### src/rtl/dbi_pkg.sv
package dbi_pkg;
  parameter int unsigned DBI_LANES  = 4;
  parameter int unsigned DBI_LANE_W = 16;
  parameter int unsigned DBI_BEATS  = 8;

  // A lane flips when its count of ones is strictly above this value.
  function automatic int unsigned flip_limit(input int unsigned lane_w);
    return lane_w / 2;
  endfunction
endpackage

### src/rtl/dbi_lane_enc.sv
module dbi_lane_enc #(
  parameter int unsigned LANE_W = 16
) (
  input  logic [LANE_W-1:0] d,
  output logic [LANE_W-1:0] q,
  output logic              flip
);
  localparam int unsigned CW = $clog2(LANE_W + 1);

  logic [CW-1:0] ones;

  always_comb begin
    ones = '0;
    for (int i = 0; i < LANE_W; i++) begin
      ones = ones + CW'(d[i]);
    end
  end

  assign flip = (ones > CW'(dbi_pkg::flip_limit(LANE_W)));
  assign q    = flip ? ~d : d;
endmodule

### src/rtl/dbi_beat_ctr.sv
module dbi_beat_ctr #(
  parameter int unsigned BEATS = 8
) (
  input  logic clk,
  input  logic rst_n,
  input  logic step,
  output logic at_end
);
  localparam int unsigned CW = (BEATS > 1) ? $clog2(BEATS) : 1;
  localparam logic [CW-1:0] LAST = CW'(BEATS - 1);

  logic [CW-1:0] cnt;

  assign at_end = (cnt == LAST);

  always_ff @(posedge clk) begin
    if (!rst_n) begin
      cnt <= '0;
    end else if (step) begin
      cnt <= at_end ? '0 : cnt + 1'b1;
    end
  end
endmodule

### src/rtl/dbi_reg_stage.sv
module dbi_reg_stage #(
  parameter int unsigned W = 8,
  parameter logic [W-1:0] IDLE = '0
) (
  input  logic         clk,
  input  logic         rst_n,
  input  logic         in_valid,
  output logic         in_ready,
  input  logic [W-1:0] in_pay,
  output logic         out_valid,
  input  logic         out_ready,
  output logic [W-1:0] out_pay
);
  assign in_ready = !out_valid || out_ready;

  always_ff @(posedge clk) begin
    if (!rst_n) begin
      out_valid <= 1'b0;
      out_pay   <= IDLE;
    end else if (in_valid && in_ready) begin
      out_valid <= 1'b1;
      out_pay   <= in_pay;
    end else if (out_ready) begin
      out_valid <= 1'b0;
      out_pay   <= IDLE;
    end
  end
endmodule

### src/rtl/dbi_codec.sv
module dbi_codec #(
  parameter int unsigned LANES  = dbi_pkg::DBI_LANES,
  parameter int unsigned LANE_W = dbi_pkg::DBI_LANE_W,
  parameter int unsigned BEATS  = dbi_pkg::DBI_BEATS,
  localparam int unsigned DW    = LANES * LANE_W
) (
  input  logic             clk,
  input  logic             rst_n,
  input  logic             tx_in_valid,
  output logic             tx_in_ready,
  input  logic [DW-1:0]    tx_in_data,
  output logic             tx_out_valid,
  input  logic             tx_out_ready,
  output logic [DW-1:0]    tx_bus_n,
  output logic [LANES-1:0] tx_flag_n,
  output logic             tx_last,
  input  logic             rx_in_valid,
  output logic             rx_in_ready,
  input  logic [DW-1:0]    rx_bus_n,
  input  logic [LANES-1:0] rx_flag_n,
  output logic             rx_out_valid,
  input  logic             rx_out_ready,
  output logic [DW-1:0]    rx_out_data,
  output logic             rx_out_last
);
  localparam int unsigned PW = DW + LANES + 1;
  localparam logic [PW-1:0] TX_IDLE = {{(DW + LANES){1'b1}}, 1'b0};
  localparam logic [DW:0]   RX_IDLE = '0;

  // Transmit: per-lane encode, then convert logical levels to wire levels.
  logic [DW-1:0]    enc_data;
  logic [LANES-1:0] enc_flip;
  logic             tx_end;

  for (genvar k = 0; k < LANES; k++) begin : g_tx_lane
    dbi_lane_enc #(.LANE_W(LANE_W)) u_enc (
      .d    (tx_in_data[k*LANE_W +: LANE_W]),
      .q    (enc_data[k*LANE_W +: LANE_W]),
      .flip (enc_flip[k])
    );
  end

  dbi_beat_ctr #(.BEATS(BEATS)) u_tx_ctr (
    .clk    (clk),
    .rst_n  (rst_n),
    .step   (tx_in_valid && tx_in_ready),
    .at_end (tx_end)
  );

  logic [PW-1:0] tx_pay_in, tx_pay_out;
  assign tx_pay_in = {~enc_data, ~enc_flip, tx_end};

  dbi_reg_stage #(.W(PW), .IDLE(TX_IDLE)) u_tx_stage (
    .clk       (clk),
    .rst_n     (rst_n),
    .in_valid  (tx_in_valid),
    .in_ready  (tx_in_ready),
    .in_pay    (tx_pay_in),
    .out_valid (tx_out_valid),
    .out_ready (tx_out_ready),
    .out_pay   (tx_pay_out)
  );

  assign {tx_bus_n, tx_flag_n, tx_last} = tx_pay_out;

  // Receive: wire levels back to logical, each lane XORed with its flag.
  logic [DW-1:0] rx_mask;
  logic          rx_end;

  for (genvar k = 0; k < LANES; k++) begin : g_rx_lane
    assign rx_mask[k*LANE_W +: LANE_W] = {LANE_W{~rx_flag_n[k]}};
  end

  dbi_beat_ctr #(.BEATS(BEATS)) u_rx_ctr (
    .clk    (clk),
    .rst_n  (rst_n),
    .step   (rx_in_valid && rx_in_ready),
    .at_end (rx_end)
  );

  logic [DW:0] rx_pay_in, rx_pay_out;
  assign rx_pay_in = {(~rx_bus_n) ^ rx_mask, rx_end};

  dbi_reg_stage #(.W(DW + 1), .IDLE(RX_IDLE)) u_rx_stage (
    .clk       (clk),
    .rst_n     (rst_n),
    .in_valid  (rx_in_valid),
    .in_ready  (rx_in_ready),
    .in_pay    (rx_pay_in),
    .out_valid (rx_out_valid),
    .out_ready (rx_out_ready),
    .out_pay   (rx_pay_out)
  );

  assign {rx_out_data, rx_out_last} = rx_pay_out;
endmodule

### config.mk
export PLATFORM = sky130hd
export DESIGN_NAME = dbi_codec
export DESIGN_NICKNAME = d
export VERILOG_FILES = /design/src/rtl/dbi_pkg.sv /design/src/rtl/dbi_lane_enc.sv /design/src/rtl/dbi_beat_ctr.sv /design/src/rtl/dbi_reg_stage.sv /design/src/rtl/dbi_codec.sv
export SDC_FILE = /design/constraint.sdc
export NUM_CORES = 1
export LEC_CHECK = 0
export ABC_CLOCK_PERIOD_IN_PS = 5560
export BUFFER_PORTS_ARGS = -buffer_cell sky130_fd_sc_hd__buf_2
export CORE_MARGIN = 3
export CORE_UTILIZATION = 38
export DETAILED_ROUTE_END_ITERATION = 6
export PLACE_DENSITY = 0.66
export SLEW_MARGIN = 30
export SYNTH_ARGS = -nofsm -noshare
export SYNTH_HDL_FRONTEND = slang
export SYNTH_SLANG_ARGS = --single-unit
### constraint.sdc
create_clock -name clk -period 5.56 [get_ports clk]
set_input_delay 1.112 -clock clk [delete_from_list [all_inputs] [get_ports clk]]
set_output_delay 1.112 -clock clk [all_outputs]
set_load 0.05 [all_outputs]
==> results.toml <==
[yosys]
syn_area_um2 = 8110
synthTopCellsByArea = "dfxtp_1 35%, fa_1 9.9%, xor2_1 7.1%"
synth_top_area_share_pct = 35.0
syn_inst = 879
ys_seq_elements = 142
synth_largest_area_cell = "dfxtp_1"
ys_seq_area_share_pct = 35.0
synth_area_per_cell_um2 = 9.23
synth_ff_type = "dfxtp_1"
netlist-cell-type-count = 50
synthesis.nets = 1081
ys_warn_count = 0
synth-edff-count = 0
async_flop_share_pct = 0

[timing]
period_share_pct = 95.0
fmax_ghz = 0.189
relSlewSlack_pct = 45.2
rsz0062_at_grt = "no"
finalHoldViolCount = 0
tns_ns = 0
finalCriticalPeriod_ns = 5.28
drv_slew = 0
setup_viol = 0
worstMarginPinSlew_ns = 0.823
skew_ns = 0.00712

[status]
status = "completed"

[clock_tree]
numCtsBuffers = 17
post_cts_buffers = 0
worstSkewPairLatency_ns = 0.42
cts_buffer_depth = 2
cts-root-buf = "clkbuf_16"
clk_pin_slew_worst_paths_ns = 0.07
cts_resized = 0
cts_tree = "yes"
cts.sinks = 142
h-tree-depth = 4
hold_buffers = 0

[cells_and_area]
final_cell_area_um2 = 10300
layout.cells.most_common_list = "275 x buf_2, 142 x dfxtp_1, 87 x inv_1"
antenna_cells = 0
regArea_um2 = 2840
layout-drive-gt1-share_pct = 30.8
final_common_cell = "buf_2"
area_growth_pct = 27.5
fin_nets = 1334
multiInputGateArea_um2 = 4630
fillers = 1959

[place]
gp_congestion = 0.808
placed_cell_area_um2 = 9750
dp_hpwl_mm = 15.6
port_buffers = 275

[power]
irDropWorstVdd_mv = 0.223
powerDensity_nw_per_um2 = 483
p_leak_uw = 0.00461

[detailed_routing]
wl_per_cell_um = 15.3
ant_nets = 0
viasPerCell = 5.01
drtIter0Drc = 282
finalWirelength_mm = 21.6
drc_errors = 0
firstDrtPassIters = 6
vias = 7088

[critical_path]
required_ns = 5.85
crit_arrival_ns = 5.57
criticalPathCategory = "input port to flop"
startpoint_type = "input port"
cp_max_fo = 8
end_kind = "flop"

[worst_hold_path]
hold_path_class = "flop to flop"

[floorplan]
start_util_pct = 39.3
pin_count = 276
die_h_um = 152
core_um2 = 20600
die_area_um2 = 23100
fp-row-count = 52
fp.dieW_um = 152

[global_route]
antenna_found_initial = 1
grt_max_degree = 68
grt_pass1_wl_mm = 35.9
first_global_vias = 7021
grt_remaining_overflow = 0
grt.total_usage_pct = 18.6

[flow_run]
maxCapViolCount = 0
[final timing paths]
check                                          from                                  end  slack (ns)  cells past startpoint
hold / removal         u_rx_ctr.cnt[1]$_SDFFE_PN0P_         u_rx_ctr.cnt[1]$_SDFFE_PN0P_        0.47                      2
hold reg to reg        u_rx_ctr.cnt[1]$_SDFFE_PN0P_         u_rx_ctr.cnt[1]$_SDFFE_PN0P_        0.47                      2
setup reg to reg  u_rx_stage.out_valid$_SDFFE_PN0P_   u_rx_stage.out_pay[9]$_SDFFE_PN0P_        3.64                      5
setup / recovery                     tx_in_data[32]  u_tx_stage.out_pay[47]$_SDFFE_PN1P_        0.28                     15
[metal layers]
| layer | global-route usage [%] | vias to the layer above | part of all wire [%] | wire length [µm] |
|---|---|---|---|---|
| met5 | 0 | - | 0.060 | 13 |
| met4 | 4.24 | 2 | 0.87 | 188 |
| met3 | 6.91 | 17 | 8.6 | 1850 |
| met2 | 30.4 | 236 | 46 | 10000 |
| met1 | 23.4 | 3328 | 44 | 9530 |
| li1 | - | 3505 | - | - |
[registers in the layout (all words and copies together) (netlist names)]
| signal | count |
|---|---|
| u_rx_ctr.cnt | 3 |
| u_tx_ctr.cnt | 3 |
| u_rx_stage.out_pay | 65 |
| u_tx_stage.out_pay | 69 |
| u_rx_stage.out_valid | 1 |
| u_tx_stage.out_valid | 1 |
[report_power, final]
group	internal, µW	switching [µW]	leakage [µW]
Sequential	1220	105	0.00117
Clock	607	548	0.000288
Combinational	854	1660	0.00316
[layout make-up]
cell class	count	share of cell area, %
sequential	142	27.5
timing repair buffer	299	15.5
inverter	87	3.16
clock inverter	15	1.60
tap	270	3.27
multi-input combinational	585	44.8
clock buffer	17	4.11
[synth_stat cells, drive strengths merged, types with 2 or more instances]
library cell / number
a21oi: 35
nor3: 20
nand2: 75
clkbuf: 34
and4b: 4
o32ai: 31
nand4b: 3
nor2b: 6
o21ai: 6
or4: 3
xor2: 66
or3: 17
ha: 24
a31oi: 16
nor2: 37
and3: 3
o211ai: 2
dfxtp: 142
a211oi: 17
maj3: 2
xnor2: 14
inv: 87
nand2b: 2
fa: 40
nand3: 11
a21boi: 72
buf: 31
nand3b: 65
o22a: 2
[logic make-up (layout without fill, tap and decap cells)]
| group | count (synthesis) | count (layout) | synth area share (%) |
|---|---|---|---|
| compound gates | 188 | 188 | 17.6 |
| xor+xnor | 80 | 80 | 8.64 |
| fa+ha+maj | 66 | 66 | 13.8 |
| buf+inv | 152 | 418 | 7.88 |
| flops | 142 | 142 | 35.0 |
| simple gates | 251 | 251 | 17.0 |
[critical path, stage by stage]
cell and delay, ns:
buf_2 0.11, ha_1 0.29, inv_1 0.07, fa_1 0.43, fa_1 0.49, fa_1 0.53
fa_1 0.44, fa_1 0.42, fa_1 0.53, nand3_1 0.09, maj3_1 0.35, o2111a_1 0.27
buf_4 0.19, xnor2_1 0.17, a21oi_1 0.08
[metrics by stage]
step	cells	setup slack, ns	util [%]	hold WS (ns)	power [µW]
after floorplan	879	0.0596	-	0.447	3240
after global placement	1383	-0.0882	47.3	0.456	3840
after detailed placement	1383	-0.175	47.3	0.465	3870
after CTS	1415	0.275	50.1	0.474	5060
after global routing	1415	0.118	50.1	0.497	5330
final	1415	0.278	50.1	0.468	5000
No activity file was read; power rests on OpenSTA's default activity.
